<file path="config.mk">
export PLATFORM = sky130hd
export DESIGN_NAME = glyph_store
export DESIGN_NICKNAME = d
export VERILOG_FILES = /design/src/rtl/glyph_store_pkg.sv /design/src/rtl/gs_sync.sv /design/src/rtl/gs_clear_qual.sv /design/src/rtl/gs_store.sv /design/src/rtl/glyph_store.sv
export SDC_FILE = /design/constraint.sdc
export NUM_CORES = 1
export LEC_CHECK = 0
export ABC_AREA = 0
export BUFFER_PORTS_ARGS = -buffer_cell sky130_fd_sc_hd__buf_2
export CAP_MARGIN = 20
export CORE_MARGIN = 3
export CORE_UTILIZATION = 30
export CTS_CLUSTER_SIZE = 16
export DETAILED_ROUTE_END_ITERATION = 6
export PLACE_DENSITY = 0.54
export SLEW_MARGIN = 40
export SYNTH_ARGS = -nofsm -noshare
export SYNTH_HDL_FRONTEND = slang
export SYNTH_SLANG_ARGS = --single-unit
</file>
<file path="constraint.sdc">
create_clock -name clk -period 3.4 [get_ports clk]
set_input_delay 1.02 -clock clk [delete_from_list [all_inputs] [get_ports clk]]
set_output_delay 1.02 -clock clk [all_outputs]
set_load 0.02 [all_outputs]
</file>
<file path="src/rtl/glyph_store_pkg.sv">
package glyph_store_pkg;

  localparam int CHAR_W = 7;
  localparam logic [CHAR_W-1:0] SPACE_CODE = 7'h20;

  // Field order matches wdata[6:2] of an attribute/control write.
  typedef struct packed {
    logic       ext_off;
    logic [2:0] bright;
    logic       master;
  } ctrl_t;

  localparam int CTRL_W = $bits(ctrl_t);

endpackage

</file>
<file path="src/rtl/gs_sync.sv">
module gs_sync #(
  parameter int   STAGES  = 2,
  parameter logic RST_VAL = 1'b1
) (
  input  logic clk,
  input  logic rst_n,
  input  logic d,
  output logic q
);

  logic [STAGES-1:0] chain_q;
  logic [STAGES-1:0] chain_d;

  generate
    if (STAGES == 1) begin : g_one
      always_comb chain_d = d;
    end else begin : g_many
      always_comb chain_d = {chain_q[STAGES-2:0], d};
    end
  endgenerate

  always_ff @(posedge clk or negedge rst_n) begin
    if (!rst_n) chain_q <= {STAGES{RST_VAL}};
    else        chain_q <= chain_d;
  end

  assign q = chain_q[STAGES-1];

endmodule

</file>
<file path="src/rtl/gs_clear_qual.sv">
module gs_clear_qual #(
  parameter int HOLD  = 8,
  parameter int CNT_W = $clog2(HOLD + 1)
) (
  input  logic clk,
  input  logic rst_n,
  input  logic low_s,
  output logic fire
);

  localparam logic [CNT_W-1:0] LIMIT = CNT_W'(HOLD);

  logic [CNT_W-1:0] cnt_q;
  logic [CNT_W-1:0] cnt_d;

  always_comb begin
    if (!low_s)              cnt_d = '0;
    else if (cnt_q == LIMIT) cnt_d = cnt_q;
    else                     cnt_d = cnt_q + 1'b1;
  end

  always_ff @(posedge clk or negedge rst_n) begin
    if (!rst_n) cnt_q <= '0;
    else        cnt_q <= cnt_d;
  end

  assign fire = (cnt_q == LIMIT);

  // a single high sample of the clear input cancels any pending clear.
  a_r7_release_cancels: assert property (@(posedge clk) disable iff (!rst_n)
    !low_s |=> !fire);

endmodule

</file>
<file path="src/rtl/gs_store.sv">
module gs_store
  import glyph_store_pkg::*;
#(
  parameter int DIGITS = 4,
  parameter int ADDR_W = 2
) (
  input  logic                     clk,
  input  logic                     rst_n,
  input  logic                     wr_evt,
  input  logic                     clr_fire,
  input  logic                     ce_a_n,
  input  logic                     ce_b_n,
  input  logic                     dest_char,
  input  logic [ADDR_W-1:0]        addr,
  input  logic [CHAR_W-1:0]        wdata,
  output logic [DIGITS*CHAR_W-1:0] char_codes,
  output logic [DIGITS-1:0]        cursor_bits,
  output logic [DIGITS-1:0]        keepon_bits,
  output ctrl_t                    ctrl
);

  logic  sel;
  logic  char_we;
  logic  attr_we;

  ctrl_t ctrl_q;
  ctrl_t ctrl_d;

  assign sel     = wr_evt && !ce_a_n && !ce_b_n;
  assign char_we = sel &&  dest_char;
  assign attr_we = sel && !dest_char;

  genvar gi;
  generate
    for (gi = 0; gi < DIGITS; gi++) begin : g_digit
      logic              hit;
      logic [CHAR_W-1:0] code_q, code_d;
      logic              cur_q, cur_d;
      logic              keep_q, keep_d;

      assign hit = (addr == ADDR_W'(gi));

      always_comb begin
        code_d = code_q;
        cur_d  = cur_q;
        keep_d = keep_q;
        if (clr_fire) begin
          code_d = SPACE_CODE;
          cur_d  = 1'b0;
          keep_d = 1'b0;
        end else if (hit && char_we) begin
          code_d = wdata;
        end else if (hit && attr_we) begin
          cur_d  = wdata[0];
          keep_d = wdata[1];
        end
      end

      always_ff @(posedge clk or negedge rst_n) begin
        if (!rst_n) begin
          code_q <= SPACE_CODE;
          cur_q  <= 1'b0;
          keep_q <= 1'b0;
        end else begin
          code_q <= code_d;
          cur_q  <= cur_d;
          keep_q <= keep_d;
        end
      end

      assign char_codes[gi*CHAR_W +: CHAR_W] = code_q;
      assign cursor_bits[gi]                 = cur_q;
      assign keepon_bits[gi]                 = keep_q;
    end
  endgenerate

  always_comb begin
    ctrl_d = ctrl_q;
    if (clr_fire)     ctrl_d = '0;
    else if (attr_we) ctrl_d = ctrl_t'(wdata[CHAR_W-1:2]);
  end

  always_ff @(posedge clk or negedge rst_n) begin
    if (!rst_n) ctrl_q <= '0;
    else        ctrl_q <= ctrl_d;
  end

  assign ctrl = ctrl_q;

  // a qualified clear leaves spaces and zeroed attributes/control behind.
  a_r6_clear_restores: assert property (@(posedge clk) disable iff (!rst_n)
    clr_fire |=> (char_codes == {DIGITS{SPACE_CODE}}) && (cursor_bits == '0)
                 && (keepon_bits == '0) && (ctrl == '0));

  // a write with either enable high leaves all state untouched.
  a_r3_disabled_no_change: assert property (@(posedge clk) disable iff (!rst_n)
    (wr_evt && (ce_a_n || ce_b_n) && !clr_fire) |=>
      $stable(char_codes) && $stable(cursor_bits) && $stable(keepon_bits) && $stable(ctrl));

  // an attribute/control write never disturbs character codes.
  a_r5_attr_keeps_chars: assert property (@(posedge clk) disable iff (!rst_n)
    (wr_evt && !ce_a_n && !ce_b_n && !dest_char && !clr_fire) |=> $stable(char_codes));

  // without a strobe event or clear nothing moves.
  a_r2_idle_holds: assert property (@(posedge clk) disable iff (!rst_n)
    (!wr_evt && !clr_fire) |=>
      $stable(char_codes) && $stable(cursor_bits) && $stable(keepon_bits) && $stable(ctrl));

endmodule

</file>
<file path="src/rtl/glyph_store.sv">
module glyph_store
  import glyph_store_pkg::*;
#(
  parameter  int DIGITS      = 4,
  parameter  int SYNC_STAGES = 2,
  parameter  int CLR_HOLD    = 8,
  localparam int ADDR_W      = (DIGITS > 1) ? $clog2(DIGITS) : 1
) (
  input  logic                     clk,
  input  logic                     rst_n,
  input  logic                     ce_a_n,
  input  logic                     ce_b_n,
  input  logic                     dest_char,
  input  logic [ADDR_W-1:0]        addr,
  input  logic [CHAR_W-1:0]        wdata,
  input  logic                     wr_n,
  input  logic                     clr_n,
  output logic [DIGITS*CHAR_W-1:0] char_codes,
  output logic [DIGITS-1:0]        cursor_bits,
  output logic [DIGITS-1:0]        keepon_bits,
  output logic                     master_blank,
  output logic [2:0]               bright_code,
  output logic                     ext_off
);

  logic  rst_sync_n;
  logic  wr_s;
  logic  wr_prev_q;
  logic  wr_evt;
  logic  clr_s;
  logic  clr_fire;
  ctrl_t ctrl;

  gs_sync #(.STAGES(2), .RST_VAL(1'b0)) u_rst_sync (
    .clk(clk), .rst_n(rst_n), .d(1'b1), .q(rst_sync_n)
  );

  gs_sync #(.STAGES(SYNC_STAGES), .RST_VAL(1'b1)) u_wr_sync (
    .clk(clk), .rst_n(rst_sync_n), .d(wr_n), .q(wr_s)
  );

  gs_sync #(.STAGES(SYNC_STAGES), .RST_VAL(1'b1)) u_clr_sync (
    .clk(clk), .rst_n(rst_sync_n), .d(clr_n), .q(clr_s)
  );

  always_ff @(posedge clk or negedge rst_sync_n) begin
    if (!rst_sync_n) wr_prev_q <= 1'b1;
    else             wr_prev_q <= wr_s;
  end

  assign wr_evt = wr_s && !wr_prev_q;

  gs_clear_qual #(.HOLD(CLR_HOLD)) u_clr_qual (
    .clk(clk), .rst_n(rst_sync_n), .low_s(!clr_s), .fire(clr_fire)
  );

  gs_store #(.DIGITS(DIGITS), .ADDR_W(ADDR_W)) u_store (
    .clk         (clk),
    .rst_n       (rst_sync_n),
    .wr_evt      (wr_evt),
    .clr_fire    (clr_fire),
    .ce_a_n      (ce_a_n),
    .ce_b_n      (ce_b_n),
    .dest_char   (dest_char),
    .addr        (addr),
    .wdata       (wdata),
    .char_codes  (char_codes),
    .cursor_bits (cursor_bits),
    .keepon_bits (keepon_bits),
    .ctrl        (ctrl)
  );

  assign master_blank = ctrl.master;
  assign bright_code  = ctrl.bright;
  assign ext_off      = ctrl.ext_off;

  // one strobe rise yields exactly one single-cycle write event.
  a_r2_single_event: assert property (@(posedge clk) disable iff (!rst_sync_n)
    wr_evt |=> !wr_evt);

endmodule

</file>
==> parameters.txt <==
Parameter                              Value

Synthesis
  Count of distinct cell types in the synthesized netlist    27
  Total number of yosys warnings    0
  Fraction of the yosys area taken by sequential cells    59.2%
  Cell taking the most area after synthesis    sky130_fd_sc_hd__dfrtp_1
  Post-synthesis area per instance    11.7 um2
  Mapped Area    2220 um2
  Register bit total from synthesis    52
  Largest cells by area after synthesis    sky130_fd_sc_hd__dfrtp_1 (49%), sky130_fd_sc_hd__mux2i_1 (16%), sky130_fd_sc_hd__dfstp_2 (11%)
  Net count after synthesis    207
  Synthesized instance count    189
  Portion of synthesized cell area occupied by the leading cell type    48.5%

Timing
  Fmax achieved    430 MHz
  Number of failing hold endpoints at the final stage    0
  Final Skew    0.0113 ns
  Shortest clock period the worst path allows after layout    2.32 ns
  Unrepaired setup endpoints after global routing    no
  Fin Setup TNS    0 ns
  Final Slew Violations    0
  Post-route fraction of the period consumed by the critical path    68.3%
  Slew at the pin with the worst max-slew slack    0.711 ns
  Number of setup violations in the final report    0
  Relative max-transition margin    52.6%

Placed design
  Routability congestion estimate from global placement    0.774
  Number of I/O port buffers    56
  Final HPWL from detailed placement    3.68 mm
  Total cell area at the placement stage    2570 um2

Critical path
  Buffers and inverters on the worst path    1
  Setup CP Type    in2reg
  Critical-path cell list    buf_2 -> or4b_1 -> or4b_4 -> mux2i_1
  Critical path data required time    3.58 ns
  Critical path peak fanout    8
  Critical path origin    ce_a_n
  Slack of the worst reg-to-reg path    1.42 ns
  R2R Path Start    u_wr_sync.chain_q[1]
  Highest cell delay on the worst timing path    0.68 ns
  Capturing element type of the critical path    flop
  Cell type of the slowest stage on the worst timing path    sky130_fd_sc_hd__or4b_1
  CP delay by family, top    simple AND/OR/NAND/NOR gates
  Critical Path Source Type    input pin
  Arrival time of data at the critical path endpoint    2.50 ns

Die
  Floorplan row count    30
  Total die area    8460 um2
  Total core area    6980 um2
  Die Span X    92.0 um
  Initial cell density of the core    31.8%
  Top-Level Pins    57
  Die height    92.0 um

Clock tree
  CTS resizes    0
  Clock-pin slew of the registers on the worst-case setup and hold paths    0.10 ns
  CTS root buffer    sky130_fd_sc_hd__clkbuf_8
  TritonCTS Sinks    52
  Post CTS Setup Buffer Count    0
  TritonCTS clock tree    built
  Clock buffer count from CTS    5
  H-tree depth reported by CTS    2
  Number of buffers added to fix hold violations after cts    0
  Clock Latency Late Sink    0.30 ns
  Longest Clk Path Bufs    2

GRT
  Highest-utilization routing layer at the global route stage    met1
  Global-route met3 utilization    3.36%
  Vias in the first global route    1542
  Largest net degree at the start of global routing    32
  Met2 track demand over resource in global routing    18.9%
  Global-route usage over all layers    12.8%
  Overflow left after global routing    0
  First-pass GRT wire length    8.46 mm
  Initial antenna violation count    0
  GR Util met1    19.2%

Route
  Routed vias    1501
  DRC violation count after routing    0
  Starting DRT DRC Count    48
  Initial DRT Pass Iterations    4
  DR vias/cell    4.45
  Post-detailed-route wirelength per cell    15.3 um
  Final wirelength    5.17 mm
  Antenna viol nets, final    0

Layout
  Total number of nets in the final design    258
  Share of final-layout standard cells stronger than drive strength 1    34.0%
  Antenna cells    0
  Final standard cell area without fillers    2680 um2
  Area growth syn-to-layout    20.6%

Worst hold path
  Hold WC Path Type    reg2async

Power and ir drop
  Power per standard cell area    550 nW/um2
  Max VDD drop    0.192 mV
  Static Leak    1.48 nW

Run
  MaxCap Viol Count    0

Outcome
  Outcome    finished clean
registers in the layout (all words and copies together), names as in the netlist:
register,flops
u_store.g_digit.cur_q,4
u_store.g_digit.code_q,28
u_wr_sync.chain_q,2
u_clr_qual.cnt_q,4
u_clr_sync.chain_q,2
u_store.ctrl,5
wr_prev_q,1
u_rst_sync.chain_q,2
u_store.g_digit.keep_q,4
cell type report:
class                      instances  area (um2)
sequential                        52        1310
inverter                           2        7.51
clock buffer                       6        72.6
clock inverter                     2        35.0
timing repair buffer              61         325
tap                               96         120
multi-input combinational        118         801
fill                             728        4310
metrics by stage:
step	hold WS [ns]	std cells	total power, mW	setup slack (ns)	util, %
after global routing	0.365	337	1.54	0.971	38.3
final	0.326	337	1.47	1.08	38.3
after floorplan	0.331	189	0.960	0.984	-
after CTS	0.360	337	1.49	1.07	38.3
after global placement	0.334	328	1.06	0.760	36.6
after detailed placement	0.339	329	1.06	0.750	36.8
layer usage:
layer | up-vias | wire length, um
li1 | 730 | -
met1 | 727 | 2540
met2 | 42 | 2300
met3 | 2 | 311
met4 | 0 | 19
met5 | - | 0
Yosys cell counts (all sizes together):
master  count
dfstp       9
nand3       3
nor3        1
nand2      41
xnor2       2
ha          2
nor2        9
xor2        1
nand4b      3
and3b       1
o21ai       5
buf        11
mux2i      36
nand3b      2
or4b        3
nor4b       1
inv         2
o211ai      5
a21oi       1
clkbuf      6
nand2b      1
dfrtp      43
conb        1
cell families (layout without fill, tap and decap cells):
| family | Yosys count | in the layout | synth area share, % |
|---|---|---|---|
| xor gates and xnor gates | 3 | 3 | 1.18 |
| muxes | 36 | 36 | 16.2 |
| AOI/OAI and AO/OA | 11 | 11 | 3.05 |
| DFF | 52 | 52 | 59.2 |
| other | 1 | 1 | 0.169 |
| and+or+nand+nor | 65 | 65 | 14.3 |
| adders and majority gates | 2 | 2 | 1.13 |
| buffers and inverters | 19 | 71 | 4.74 |
layout by cell type, fill, tap and decap left out, drive strengths merged, types with 2 or more instances in the layout:
cell type | synthesis | final
o211ai | 5 | 5
nand3 | 3 | 3
inv | 2 | 2
nand4b | 3 | 3
dfstp | 9 | 9
o21ai | 5 | 5
xnor2 | 2 | 2
ha | 2 | 2
buf | 11 | 61
mux2i | 36 | 36
nor2 | 9 | 9
nand2 | 41 | 41
dfrtp | 43 | 43
clkbuf | 6 | 6
nand3b | 2 | 2
or4b | 3 | 3
final timing paths:
check | endpoint | cells after the start
max | u_store.g_digit[2].keep_q | 4
min | u_store.g_digit[2].code_q[1] | 0
max reg2reg | u_store.g_digit[2].keep_q | 3
min reg2reg | u_store.g_digit[2].code_q[1] | 0
max in group asynchronous | u_store.g_digit[3].code_q[5] | 1
min in group clk | u_rst_sync.chain_q[1] | 0
report_power, final:
group | total (mW) | switching (mW) | internal (mW)
logic | 0.287 | 0.184 | 0.103
registers | 0.759 | 0.0538 | 0.705
clock network | 0.424 | 0.205 | 0.219
total | 1.47 | 0.443 | 1.03
Note: power is estimated with default switching activity, not from simulation.
